### config.mk
export PLATFORM = sky130hd
export DESIGN_NAME = latch_inv_ram
export DESIGN_NICKNAME = d
export VERILOG_FILES = /design/src/rtl/lair_pkg.sv /design/src/rtl/lair_sync.sv /design/src/rtl/lair_ctrl.sv /design/src/rtl/lair_array.sv /design/src/rtl/latch_inv_ram.sv
export SDC_FILE = /design/constraint.sdc
export NUM_CORES = 1
export LEC_CHECK = 0
export BUFFER_PORTS_ARGS = -buffer_cell sky130_fd_sc_hd__buf_2
export CORE_MARGIN = 10
export CORE_UTILIZATION = 35
export DETAILED_ROUTE_END_ITERATION = 10
export SKIP_LAST_GASP = 1
export SYNTH_ARGS = -nofsm -noshare
export SYNTH_HDL_FRONTEND = slang
export SYNTH_HIERARCHICAL = 1
export SYNTH_SLANG_ARGS = --single-unit
export TNS_END_PERCENT = 10
### constraint.sdc
create_clock -name clk -period 6.9 [get_ports clk]
set_input_delay 0.345 -clock clk [delete_from_list [all_inputs] [get_ports clk]]
set_output_delay 0.345 -clock clk [all_outputs]
set_load 0.05 [all_outputs]
### src/rtl/lair_pkg.sv
package lair_pkg;

    parameter int unsigned ADDR_W      = 4;
    parameter int unsigned DATA_W      = 4;
    parameter int unsigned SYNC_STAGES = 2;

    localparam int unsigned DEPTH = 1 << ADDR_W;

    typedef logic [ADDR_W-1:0] addr_t;
    typedef logic [DATA_W-1:0] data_t;

    // Raw pin bundle carried through the synchronizer as one vector.
    typedef struct packed {
        logic  en_n;
        logic  we_n;
        addr_t addr;
        data_t data;
    } pin_bus_t;

    localparam int unsigned PIN_W = $bits(pin_bus_t);

    typedef enum logic [1:0] {
        OP_IDLE  = 2'd0,
        OP_READ  = 2'd1,
        OP_WRITE = 2'd2
    } op_e;

    function automatic data_t invert_word(input data_t w);
        return ~w;
    endfunction

    function automatic logic op_drives(input op_e op);
        return op == OP_READ;
    endfunction

endpackage

### src/rtl/lair_sync.sv
module lair_sync #(
    parameter int unsigned WIDTH   = 1,
    parameter int unsigned STAGES  = 2,
    parameter logic [WIDTH-1:0] RST_VAL = '0
) (
    input  logic             clk,
    input  logic             rst,
    input  logic [WIDTH-1:0] d,
    output logic [WIDTH-1:0] q
);

    logic [WIDTH-1:0] stage_q [STAGES];

    genvar g;
    generate
        for (g = 0; g < STAGES; g++) begin : g_stage
            if (g == 0) begin : g_first
                always_ff @(posedge clk) begin
                    if (rst) stage_q[g] <= RST_VAL;
                    else     stage_q[g] <= d;
                end
            end else begin : g_next
                always_ff @(posedge clk) begin
                    if (rst) stage_q[g] <= RST_VAL;
                    else     stage_q[g] <= stage_q[g-1];
                end
            end
        end
    endgenerate

    assign q = stage_q[STAGES-1];

endmodule

### src/rtl/lair_ctrl.sv
module lair_ctrl
    import lair_pkg::*;
(
    input  logic  clk,
    input  logic  rst,
    input  logic  en_s,
    input  logic  we_s,
    input  addr_t addr_s,
    output logic  fall,
    output logic  sel_q,
    output addr_t addr_q,
    output op_e   op
);

    // Previous enable level. It resets to 0, the "enabled" level, so an
    // enable held low through reset produces no falling edge.
    logic en_prev_q;

    always_ff @(posedge clk) begin
        if (rst) en_prev_q <= 1'b0;
        else     en_prev_q <= en_s;
    end

    assign fall = en_prev_q & ~en_s;

    always_ff @(posedge clk) begin
        if (rst)       sel_q <= 1'b0;
        else if (en_s) sel_q <= 1'b0;
        else if (fall) sel_q <= 1'b1;
    end

    always_ff @(posedge clk) begin
        if (rst)       addr_q <= '0;
        else if (fall) addr_q <= addr_s;
    end

    always_comb begin
        op = OP_IDLE;
        if (sel_q && !en_s) begin
            op = we_s ? OP_READ : OP_WRITE;
        end
    end

endmodule

### src/rtl/lair_array.sv
module lair_array #(
    parameter int unsigned AW = 4,
    parameter int unsigned DW = 4
) (
    input  logic          clk,
    input  logic          wr_en,
    input  logic [AW-1:0] wr_addr,
    input  logic [DW-1:0] wr_data,
    input  logic [AW-1:0] rd_addr,
    output logic [DW-1:0] rd_data
);

    localparam int unsigned WORDS = 1 << AW;

    logic [DW-1:0] mem_q [WORDS];

    always_ff @(posedge clk) begin
        if (wr_en) mem_q[wr_addr] <= wr_data;
    end

    assign rd_data = mem_q[rd_addr];

endmodule

### src/rtl/latch_inv_ram.sv
module latch_inv_ram
    import lair_pkg::*;
(
    input  logic              clk,
    input  logic              rst,
    input  logic              mem_en_n,
    input  logic              wr_en_n,
    input  logic [ADDR_W-1:0] addr,
    input  logic [DATA_W-1:0] din,
    output logic [DATA_W-1:0] dout,
    output logic              dout_oe
);

    pin_bus_t pins_raw;
    pin_bus_t pins_s;

    assign pins_raw = '{en_n: mem_en_n, we_n: wr_en_n, addr: addr, data: din};

    lair_sync #(
        .WIDTH  (PIN_W),
        .STAGES (SYNC_STAGES),
        .RST_VAL('0)
    ) u_sync (
        .clk (clk),
        .rst (rst),
        .d   (pins_raw),
        .q   (pins_s)
    );

    logic  en_s;
    logic  we_s;
    logic  fall;
    logic  sel_q;
    addr_t addr_q;
    op_e   op;
    data_t rd_word;

    assign en_s = pins_s.en_n;
    assign we_s = pins_s.we_n;

    lair_ctrl u_ctrl (
        .clk    (clk),
        .rst    (rst),
        .en_s   (en_s),
        .we_s   (we_s),
        .addr_s (pins_s.addr),
        .fall   (fall),
        .sel_q  (sel_q),
        .addr_q (addr_q),
        .op     (op)
    );

    lair_array #(
        .AW (ADDR_W),
        .DW (DATA_W)
    ) u_array (
        .clk     (clk),
        .wr_en   (op == OP_WRITE),
        .wr_addr (addr_q),
        .wr_data (pins_s.data),
        .rd_addr (addr_q),
        .rd_data (rd_word)
    );

    assign dout_oe = op_drives(op);
    assign dout    = dout_oe ? invert_word(rd_word) : '0;

endmodule

==> results of run 1 <==
flip-flops by register name, summed over array words and instances, names as in the netlist:
register	cells
u_array/mem_q	64
u_ctrl/addr_q	4
u_sync/stage_q	20
u_ctrl/en_prev_q	1
u_ctrl/sel_q	1
worst reg2reg max path: stages (launching register included):
cell,delay (ps)
sky130_fd_sc_hd__dfxtp_1,400
sky130_fd_sc_hd__nor3b_1,820
sky130_fd_sc_hd__and2b_1,290
sky130_fd_sc_hd__or3b_2,500
sky130_fd_sc_hd__nor3_1,560
path summary, 6_finish.rpt:
| kind | slack (ps) | to | cells past startpoint |
|---|---|---|---|
| hold / removal | 200 | u_sync/stage_q[0][0]$_SDFF_PP0_ | 2 |
| hold reg to reg | 440 | u_sync/stage_q[1][4]$_SDFF_PP0_ | 1 |
| setup reg to reg | 3980 | u_array/mem_q[0][0]$_DFFE_PP_ | 4 |
| setup / recovery | 3620 | dout[2] | 5 |
per-stage QoR:
stage	instance area, um^2	utilization	instances	power [mW]	hold WS [ps]
2_1_floorplan	3503	-	198	0.6135	414.8
3_3_place_gp	3687	0.3772	341	0.6195	419.1
3_5_place_dp	3687	0.3772	341	0.6203	424.0
4_1_cts	3854	0.3943	357	0.9262	184.2
5_1_grt	3854	0.3943	357	0.9506	188.7
6_report	3854	0.3943	357	0.9139	203.3
cell usage after synthesis:
cell type / count
sky130_fd_sc_hd__nor2b_2: 16
sky130_fd_sc_hd__buf_2: 1
sky130_fd_sc_hd__nand2_1: 5
sky130_fd_sc_hd__o21ai_1: 4
sky130_fd_sc_hd__nand3b_1: 2
sky130_fd_sc_hd__nand2b_1: 6
sky130_fd_sc_hd__nor3_1: 5
sky130_fd_sc_hd__dfxtp_1: 26
sky130_fd_sc_hd__clkbuf_1: 1
sky130_fd_sc_hd__nor2b_1: 4
sky130_fd_sc_hd__edfxtp_1: 64
sky130_fd_sc_hd__or3b_2: 1
sky130_fd_sc_hd__mux4_2: 2
sky130_fd_sc_hd__nand3_1: 9
sky130_fd_sc_hd__nor3b_1: 5
sky130_fd_sc_hd__mux4_1: 14
sky130_fd_sc_hd__buf_12: 1
sky130_fd_sc_hd__and2b_1: 1
sky130_fd_sc_hd__and3b_1: 1
sky130_fd_sc_hd__a22oi_1: 4
sky130_fd_sc_hd__buf_6: 3
sky130_fd_sc_hd__nor2b_4: 5
sky130_fd_sc_hd__nand4bb_1: 4
sky130_fd_sc_hd__nor2_1: 14
power breakdown:
part,total [mW],internal (mW),leakage (nW),switching (mW)
clock,0.307,0.142,0.0847,0.165
sequential,0.588,0.582,0.822,0.00665
combinational,0.0189,0.0111,0.378,0.00786
cell families after synthesis:
group | count (synthesis) | synth area share
muxes | 16 | 0.1179
and+or+nand+nor | 78 | 0.1529
buffers and inverters | 6 | 0.01785
DFF | 90 | 0.6971
AOI/OAI and AO/OA | 8 | 0.01429
layout make-up:
cell class / count / area (um^2) / share of cell area
Tap cell: 133 / 166.4 / 0.04318
Multi-Input combinational cell: 102 / 998.5 / 0.2591
Clock inverter: 2 / 13.76 / 0.003571
Timing Repair Buffer: 16 / 80.08 / 0.02078
Clock buffer: 14 / 152.6 / 0.03961
Sequential cell: 90 / 2442 / 0.6338
per-layer routing:
| layer | part of all wire | routed length [um] | global-route usage | vias up |
|---|---|---|---|---|
| li1 | - | - | - | 808 |
| met1 | 0.47 | 2698 | 0.1076 | 835 |
| met3 | 0.042 | 246 | 0.03141 | 10 |
| met4 | 0.012 | 68 | 0.03017 | 0 |
| met2 | 0.48 | 2780 | 0.1283 | 38 |
| met5 | 0 | 0 | 0 | - |
==> Flow_metrics.wiki, run 1 <==
{| class="wikitable"
! Metric !! Value
|-
| Root buf cell || sky130_fd_sc_hd__clkbuf_8
|-
| Detailed Route WL || a little under 6000 um
|-
| Number of instances in the synthesized netlist || between 150 and 200
|-
| Number of detailed-routing iterations run before antenna repair || 4
|-
| Number of hold-slack violations in the final timing report || 0
|-
| Slew at the pin closest to its max-slew limit || ~1200 ps
|-
| Min setup slack post-route || roughly 3600 ps
|-
| Number of global-route vias before repair || 1821
|-
| All-layer global routing usage || 0.08424
|-
| CP startpoint kind || register
|-
| Post-detailed-route wirelength per cell || 16.23 um
|-
| Total via count in the routed design || ~1700
|-
| Buffers added on ports || 16
|-
| Maximum cell stage delay along the critical path || 1100 ps
|-
| Maximum number of pins on one net before global-route repair || 31
|-
| Vert. Die Dim || around 120 um
|-
| Minimum clock period || 3278 ps
|-
| Max-Cap Viols || 0
|-
| I/O pin count || 17
|-
| First-pass GRT wire length || ~9500 um
|-
| Layout fillers || 921
|-
| Number of buffer and inverter stages on the critical path || 1
|-
| Syn Nets || 210
|-
| Mean area per synthesized cell || about 18 um^2
|-
| Std-Cell Core Area || a little under 10000 um^2
|-
| Final-report setup violation count || 0
|-
| Horizontal die dimension || around 120 um
|-
| Final Wtd Congestion || approximately 0.74
|-
| Initial antenna violation count || 0
|-
| Slowest cell on the critical path || sky130_fd_sc_hd__dfxtp_1
|-
| Synth top area share || 0.5486
|-
| Number of nets in the layout || 231
|-
| Area grow syn2layout || 10.00%
|-
| ANT nets after route || 0
|-
| Run status || finished, final reports clean
|-
| Global-route congestion overflow total || 0
|-
| TritonCTS clock tree || built
|-
| Starting density of the core || 0.3584
|-
| Static leakage || between 1 and 1.5 nW
|-
| Synth area leader || sky130_fd_sc_hd__edfxtp_1
|-
| Die outline area || between 10000 and 15000 um^2
|-
| Number of core rows || 36
|-
| Maximum resistive drop on vdd || about 0.00013 V
|-
| Critical path start-end classification || register to primary output
|-
| Deepest level of the CTS H-tree || 3
|-
| Sum of net half-perimeters after detailed placement || 3921 um
|-
| Cell variety after synth || 24
|-
| Top library cells by usage in the layout, fill and taps aside || sky130_fd_sc_hd__edfxtp_1, sky130_fd_sc_hd__dfxtp_1, sky130_fd_sc_hd__buf_2, sky130_fd_sc_hd__nor2b_2
|-
| Nature of the critical path endpoint || primary output
|-
| Detailed router's first-iteration violation count || between 100 and 150
|-
| Clock transition at path regs || ~80 ps
|-
| Max Clk Rate || slightly above 300 MHz
|-
| Vias per Instance || approximately 4.7
|-
| Setup TNS || 0 ps
|-
| Maximum clock insertion buffer count || 2
|-
| Warnings, synthesis || 6
|-
| Cell chain of the critical path || mux4_1 > a22oi_1 > nand3_1 > nor3b_1 > buf_2
|-
| Power Dens Cells || 237.2 nW/um^2
|-
| CP Data Required Time || around 6600 ps
|-
| Number of resized instances in the post-cts repair step || 0
|-
| Biggest area contributors in the synthesized netlist || sky130_fd_sc_hd__edfxtp_1, sky130_fd_sc_hd__dfxtp_1, sky130_fd_sc_hd__mux4_1, sky130_fd_sc_hd__nor2b_2, sky130_fd_sc_hd__nor2b_4
|-
| Proportion of layout cells with a drive suffix above 1 || 0.2321
|-
| Hold_buf cts || 0
|-
| Detailed-route DRC error count || 0
|-
| Startpoint of the worst setup timing path || u_ctrl/addr_q[0]$_SDFFE_PP0P_
|-
| Unrepaired setup endpoints after global routing || no
|-
| Part of the Yosys area used for sequential elements || 0.6971
|-
| Post-synth design cell area || approximately 3500 um^2
|-
| Number of max-slew violations in the final report || 0
|-
| Inserted Clock Buffers || 9
|-
| Post-synthesis register bit count || 90
|-
| Hold path start || din[0]
|-
| CTS Sinks || 90
|-
| RR Startpoint || u_sync/stage_q[1][9]$_SDFF_PP0_
|-
| Worst rel slew slack || 0.2185
|-
| HP Class || input pin to register
|-
| Insertion delay of the later-clocked pin in the worst-skew pair || 350 ps
|-
| Arrival time worst endpoint || between 2000 and 3000 ps
|-
| CP delay by family, top || flip-flops
|-
| Worst clock skew on the final layout || approximately 12 ps
|-
| Final clock period utilization by the worst path || 0.4751
|-
| Most common cell after layout, fill and taps aside || sky130_fd_sc_hd__edfxtp_1
|-
| Max Fanout on Critical Path || 24
|-
| Worst Setup Slack post-DPL || 3938 ps
|-
| Number of diodes || 0
|-
| Buffer count from post-CTS setup fixing || 0
|}
(Power assumes the default switching activity.)
==> run 2, diff against run 1 <==
clock period = 2.6 ns   (was 6.9 ns; I/O delays follow)
==> run 2 against run 1 <==
Setup slack lost 3500 ps. Utilization is 2.2 points higher. Die area unchanged. Critical endpoint unchanged. Power increased to 2.8 times the previous value.
==> Flow_metrics.wiki, run 2 (synthesis results as in run 1) <==
{| class="wikitable"
! Metric !! Value
|-
| Initial antenna violation count || 0 (unchanged)
|-
| Maximum cell stage delay along the critical path || 580 ps (-520 ps)
|-
| Root buf cell || sky130_fd_sc_hd__clkbuf_8
|-
| CTS Sinks || 90 (unchanged)
|-
| Top library cells by usage in the layout, fill and taps aside || sky130_fd_sc_hd__edfxtp_1, sky130_fd_sc_hd__dfxtp_1, sky130_fd_sc_hd__nor2b_2
|-
| Vias per Instance || 4.635 (-2.2%)
|-
| Number of detailed-routing iterations run before antenna repair || 4 (unchanged)
|-
| Std-Cell Core Area || 9774 um^2 (unchanged)
|-
| Clock transition at path regs || 80 ps (about the same)
|-
| Crit. path cell count || 6 (+1)
|-
| Minimum clock period || between 2000 and 2500 ps
|-
| Vert. Die Dim || 120.0 um (unchanged)
|-
| Arrival time worst endpoint || 2370 ps (-560 ps)
|-
| Buffers added on ports || 16 (unchanged)
|-
| Insertion delay of the later-clocked pin in the worst-skew pair || 350 ps (about the same)
|-
| Number of global-route vias before repair || 1792 (-1.6%)
|-
| First-pass GRT wire length || 9887 um (+4.4%)
|-
| Maximum resistive drop on vdd || 0.0003643 V (+180%)
|-
| Post-detailed-route wirelength per cell || 16.23 um (about the same)
|-
| ANT nets after route || 0 (unchanged)
|-
| Min setup slack post-route || 101.9 ps (-3520 ps)
|-
| Number of max-slew violations in the final report || 0 (unchanged)
|-
| Slack of the worst reg-to-reg path || 400 ps (-3580 ps)
|-
| Max Clk Rate || between 400 and 500 MHz
|-
| Total via count in the routed design || 1738 (+2.8%)
|-
| Proportion of layout cells with a drive suffix above 1 || 0.2686 (+0.03645)
|-
| All-layer global routing usage || 0.08769 (+0.003447)
|-
| Total design power || 2.536 mW (+180%)
|-
| Sum of net half-perimeters after detailed placement || 4030 um (+2.8%)
|-
| Critical path start-end classification || register to primary output
|-
| Final Cell Area || 4068 um^2 (+5.6%)
|-
| Global-route congestion overflow total || 0 (unchanged)
|-
| Run status || finished, final reports clean
|-
| FF-to-FF path depth || 4 (unchanged)
|-
| Placement Cell Area || 3765 um^2 (+2.1%)
|-
| Detailed router's first-iteration violation count || 88 (-17%)
|-
| Deepest level of the CTS H-tree || 3 (unchanged)
|-
| Nature of the critical path endpoint || primary output
|-
| HP Class || input pin to register
|-
| Maximum clock insertion buffer count || 2 (unchanged)
|-
| Number of core rows || 36 (unchanged)
|-
| Slew at the pin closest to its max-slew limit || 737.3 ps (-433.3 ps)
|-
| Hold path start || rst
|-
| Number of hold-slack violations in the final timing report || 0 (unchanged)
|-
| Detailed Route WL || 6087 um (+5.1%)
|-
| Die outline area || 14410 um^2 (unchanged)
|-
| I/O pin count || 17 (unchanged)
|-
| Power Dens Cells || 623.4 nW/um^2 (+160%)
|-
| Slowest cell on the critical path || sky130_fd_sc_hd__mux4_1
|-
| Number of flip-flops under the largest register name || 64 (unchanged)
|-
| Layout fillers || 869 (-5.6%)
|-
| Number of instances on the worst hold path || 2 (unchanged)
|-
| Static leakage || 1.384 nW (+7.7%)
|-
| Worst Setup Slack post-DPL || 310.3 ps (-3628 ps)
|-
| CP startpoint kind || register
|-
| Final clock period utilization by the worst path || 0.9608
|-
| Max-Cap Viols || 0 (unchanged)
|-
| CP Data Required Time || 2470 ps (-4080 ps)
|-
| Final Wtd Congestion || 0.7403 (-0.12%)
|-
| Cell chain of the critical path || buf_12 > mux4_1 > a22oi_1 > nand3_1 > nor3b_1 > buf_2
|-
| TritonCTS clock tree || built
|-
| Maximum number of pins on one net before global-route repair || 31 (unchanged)
|-
| Most common cell after layout, fill and taps aside || sky130_fd_sc_hd__edfxtp_1
|-
| Inserted Clock Buffers || 9 (unchanged)
|-
| Area grow syn2layout || 16.11%
|-
| RR Startpoint || u_sync/stage_q[1][9]$_SDFF_PP0_
|-
| Footprint of the multi-input gates || 1008 um^2 (+1.0%)
|-
| Number of buffer and inverter stages on the critical path || 2 (+1)
|-
| Sequential standard cell area || 2444 um^2 (about the same)
|-
| Detailed-route DRC error count || 0 (unchanged)
|-
| Final-report setup violation count || 0 (unchanged)
|-
| Largest registers || u_array/mem_q (64), u_sync/stage_q (20), u_ctrl/addr_q (4)
|-
| Number of diodes || 0 (unchanged)
|-
| Starting density of the core || 0.3584 (unchanged)
|-
| Destination of the worst register-to-register timing path || u_array/mem_q[2][3]$_DFFE_PP_
|-
| Biggest register || u_array/mem_q
|-
| CP delay by family, top || multiplexers
|-
| Worst clock skew on the final layout || 8.930 ps (-3.048 ps)
|-
| Worst rel slew slack || 0.5085 (+0.2900)
|-
| Horizontal die dimension || 120.0 um (unchanged)
|-
| Number of nets in the layout || 249 (+7.8%)
|-
| Max Fanout on Critical Path || 24 (unchanged)
|-
| Worst-case hold path end point || u_sync/stage_q[1][9]$_SDFF_PP0_
|-
| Unrepaired setup endpoints after global routing || yes
|}
## run 2: cell types whose count changed in the layout (fill, tap and decap cells not counted), sizes merged, moves of 2 or more
| cell | before | now |
|---|---|---|
| buf | 16 | 23 |
| clkbuf | 14 | 10 |
| dlygate4sd3 | 0 | 10 |
| clkinvlp | 0 | 2 |
## run 2: repair_timing
action                                 in CTS  in global routing
endpoints found under the hold margin      10                  0
setup endpoints to repair                   4                  4
hold buffers                               10                  0
resized for setup                           1                  4
buffers inserted                            0                  0
## run 2: power by group
part / switching (mW) / total [mW] / internal, mW
registers: 0.0173 / 1.56 / 1.54
clock network: 0.469 / 0.909 / 0.440
logic: 0.0248 / 0.0656 / 0.0408
## run 2: worst register-to-register path: cells and delay by family (launching register included)
kind / cells / cell delay, ps
DFF: 1 / 490
and+or+nand+nor: 4 / 1370
## run 2: worst max path at each step
stage / from / endpoint / slack, ps
2_1_floorplan: u_ctrl/addr_q[0]$_SDFFE_PP0P_ / dout[2] / -130
3_3_place_gp: u_ctrl/addr_q[0]$_SDFFE_PP0P_ / dout[0] / 320
3_5_place_dp: u_ctrl/addr_q[1]$_SDFFE_PP0P_ / dout[2] / 310
4_1_cts: u_ctrl/addr_q[0]$_SDFFE_PP0P_ / dout[0] / -2
5_1_grt: u_ctrl/addr_q[0]$_SDFFE_PP0P_ / dout[3] / -10
6_report: u_ctrl/addr_q[0]$_SDFFE_PP0P_ / dout[2] / 100
## run 2: stage by stage
stage,util,hold slack (ps),std cells,TNS (ps)
6_report,0.4162,322.4,375,0
3_3_place_gp,0.3852,338.6,349,0
5_1_grt,0.4162,337.8,375,-26.99
2_1_floorplan,-,201.6,198,-346.3
3_5_place_dp,0.3852,342.2,349,0
4_1_cts,0.4151,323.5,375,-1.803
## run 2: layout make-up
class / instances / share of cell area
Sequential cell: 90 / 0.6007
Multi-Input combinational cell: 102 / 0.2479
Timing Repair Buffer: 34 / 0.06337
Tap cell: 133 / 0.04091
Clock buffer: 9 / 0.03045
Clock inverter: 7 / 0.01661
## run 2: routing by layer
layer,vias to the layer above,track usage,part of all wire
met5,-,0,0
met4,0,0.02036,0.0077
met3,5,0.03329,0.066
met2,53,0.1293,0.46
met1,836,0.1195,0.46
li1,844,-,-
==> run 3, diff against run 2 <==
RECOVER_POWER = 100   (was unset)
==> run 3 against run 2 <==
The flow now finishes with violations (max-capacitance violations, max-slew violations). Clock power hardly changed. Critical path type unchanged. Worst hold slack improved by 120 ps. Routed wire length is essentially flat. Power about the same. Die area unchanged. Register-to-register slack worse by 30 ps. Clock skew increased by 1.1 ps.
==> Flow_metrics.wiki, run 3 (synthesis results as in run 1) <==
{| class="wikitable"
! Metric !! Value
|-
| Nature of the critical path endpoint || primary output
|-
| I/O pin count || 17 (unchanged)
|-
| Top library cells by usage in the layout, fill and taps aside || sky130_fd_sc_hd__edfxtp_1, sky130_fd_sc_hd__dfxtp_1, sky130_fd_sc_hd__nor2b_2
|-
| ANT nets after route || 0 (unchanged)
|-
| Total design power || 2.534 mW (about the same)
|-
| Number of max-slew violations in the final report || 31 (+31)
|-
| Slack of the worst reg-to-reg path || 370 ps (-30 ps)
|-
| Power Dens Cells || 625.7 nW/um^2 (+0.37%)
|-
| CTS Sinks || 90 (unchanged)
|-
| CP Data Required Time || 2470 ps (about the same)
|-
| Unrepaired setup endpoints after global routing || yes
|-
| Layout fillers || 876 (+0.81%)
|-
| Number of core rows || 36 (unchanged)
|-
| Run status || finished, violations left
|-
| Worst rel slew slack || -0.1768 (-0.6853)
|-
| Clock transition at path regs || 80 ps (about the same)
|-
| Detailed Route WL || 6082 um (about the same)
|-
| Arrival time worst endpoint || 2370 ps (about the same)
|-
| Buffers added on ports || 16 (unchanged)
|-
| Number of detailed-routing iterations run before antenna repair || 5 (+1)
|-
| Die outline area || 14410 um^2 (unchanged)
|-
| Worst-case hold path end point || u_sync/stage_q[1][4]$_SDFF_PP0_
|-
| Slew at the pin closest to its max-slew limit || 1765 ps (+1028 ps)
|-
| Sequential standard cell area || 2444 um^2 (unchanged)
|-
| Number of diodes || 0 (unchanged)
|-
| Total via count in the routed design || 1743 (+0.29%)
|-
| Buffer count from post-CTS setup fixing || 0 (unchanged)
|-
| Final clock period utilization by the worst path || 0.9608 (about the same)
|-
| Worst clock skew on the final layout || 10.06 ps (+1.129 ps)
|-
| Insertion delay of the later-clocked pin in the worst-skew pair || 350 ps (about the same)
|-
| Proportion of layout cells with a drive suffix above 1 || 0.2438 (-0.02479)
|-
| Biggest register || u_array/mem_q
|-
| Detailed-route DRC error count || 0 (unchanged)
|-
| Number of hold-slack violations in the final timing report || 0 (unchanged)
|-
| Final-report setup violation count || 0 (unchanged)
|-
| First-pass GRT wire length || 9887 um (unchanged)
|-
| RR Startpoint || u_sync/stage_q[1][9]$_SDFF_PP0_
|-
| Minimum clock period || 2498 ps (+0.04000 ps)
|-
| Vert. Die Dim || 120.0 um (unchanged)
|-
| Destination of the worst register-to-register timing path || u_array/mem_q[0][1]$_DFFE_PP_
|-
| Largest registers || u_array/mem_q (64), u_sync/stage_q (20), u_ctrl/addr_q (4)
|-
| Root buf cell || sky130_fd_sc_hd__clkbuf_8
|-
| Critical path start-end classification || register to primary output
|-
| Area grow syn2layout || 15.61%
|-
| Number of nets in the layout || 249 (unchanged)
|-
| Maximum clock insertion buffer count || 2 (unchanged)
|-
| All-layer global routing usage || 0.08769 (unchanged)
|-
| TritonCTS clock tree || built
|-
| Final Wtd Congestion || 0.7403 (unchanged)
|-
| HP Class || register to register
|-
| Number of instances on the worst hold path || 1 (-1)
|-
| Inserted Clock Buffers || 9 (unchanged)
|-
| Horizontal die dimension || 120.0 um (unchanged)
|-
| Violated checks || max-capacitance violations, max-slew violations
|-
| Max Fanout on Critical Path || 24 (unchanged)
|-
| Number of global-route vias before repair || 1792 (unchanged)
|-
| Most common cell after layout, fill and taps aside || sky130_fd_sc_hd__edfxtp_1
|-
| Detailed router's first-iteration violation count || 95 (+8.0%)
|-
| Static leakage || 1.357 nW (-1.9%)
|-
| Hold path start || u_sync/stage_q[0][4]$_SDFF_PP0_
|-
| Footprint of the multi-input gates || 1008 um^2 (unchanged)
|-
| Deepest level of the CTS H-tree || 3 (unchanged)
|-
| FF-to-FF path depth || 5 (+1)
|-
| Maximum resistive drop on vdd || 0.0003631 V (-0.32%)
|-
| Post-route core utilization || 0.4144 (-0.001792)
|-
| CP startpoint kind || register
|-
| Max Clk Rate || 400.3 MHz (about the same)
|-
| Number of flip-flops under the largest register name || 64 (unchanged)
|-
| Vias per Instance || 4.648 (+0.29%)
|-
| Initial antenna violation count || 0 (unchanged)
|-
| Sum of net half-perimeters after detailed placement || 4030 um (unchanged)
|-
| Starting density of the core || 0.3584 (unchanged)
|-
| Maximum number of pins on one net before global-route repair || 31 (unchanged)
|-
| Max-Cap Viols || 1 (+1)
|-
| Std-Cell Core Area || 9774 um^2 (unchanged)
|-
| Post-detailed-route wirelength per cell || 16.22 um (about the same)
|-
| Global-route congestion overflow total || 0 (unchanged)
|}
[run 3: what timing repair did]
item	4_1_cts	5_1_grt
endpoints found under the setup margin	4	4
gates cloned	0	0
hold endpoints to repair	10	0
gates resized for setup	1	4
hold buffers	10	0
[run 3: through the flow]
stage | worst slack, ps | setup TNS, ps | cells | cell area (um^2) | hold WS (ps)
2_1_floorplan | -126.1 | -346.3 | 198 | 3508 | 201.6
3_3_place_gp | 316.1 | 0 | 349 | 3765 | 338.6
3_5_place_dp | 310.3 | 0 | 349 | 3765 | 342.2
4_1_cts | -1.803 | -1.803 | 375 | 4058 | 323.5
5_1_grt | -12.37 | -26.99 | 375 | 4050 | 453.9
6_report | 101.9 | 0 | 375 | 4050 | 444.5
[run 3: area by class of cell]
| type | count | area share |
|---|---|---|
| flip-flops and latches | 90 | 0.6033 |
| multi-input cells | 102 | 0.2490 |
| repair buffers | 34 | 0.05931 |
| well taps | 133 | 0.04109 |
| clock buffers | 9 | 0.03058 |
| clock inverters | 7 | 0.01668 |
[run 3: worst max-delay path by stage]
| stage | startpoint | end |
|---|---|---|
| 2_1_floorplan | u_ctrl/addr_q[0]$_SDFFE_PP0P_ | dout[2] |
| 6_report | u_ctrl/addr_q[0]$_SDFFE_PP0P_ | dout[2] |
| 3_3_place_gp | u_ctrl/addr_q[0]$_SDFFE_PP0P_ | dout[0] |
| 5_1_grt | u_ctrl/addr_q[0]$_SDFFE_PP0P_ | dout[3] |
| 3_5_place_dp | u_ctrl/addr_q[1]$_SDFFE_PP0P_ | dout[2] |
| 4_1_cts | u_ctrl/addr_q[0]$_SDFFE_PP0P_ | dout[0] |
[run 3: worst max-delay path: stages, from the launching register on]
cell,delay [ps]
sky130_fd_sc_hd__dfxtp_1,360
sky130_fd_sc_hd__buf_12,200
sky130_fd_sc_hd__mux4_1,580
sky130_fd_sc_hd__a22oi_1,230
sky130_fd_sc_hd__nand3_1,100
sky130_fd_sc_hd__nor3b_1,240
sky130_fd_sc_hd__buf_2,310
[run 3: report_power, final]
| part | internal, mW | leakage (nW) | switching (mW) |
|---|---|---|---|
| sequential | 1.54 | 0.823 | 0.0171 |
| combinational | 0.0408 | 0.444 | 0.0247 |
| clock | 0.440 | 0.0909 | 0.468 |
| total | 2.02 | 1.36 | 0.510 |
[run 3: routing by layer]
layer  wire (um)  track usage  vias to the layer above
li1            -            -                      842
met1        2795       0.1195                      842
met2        2862       0.1293                       54
met3         384      0.03329                        5
met4          40      0.02036                        0
met5           0            0                        -
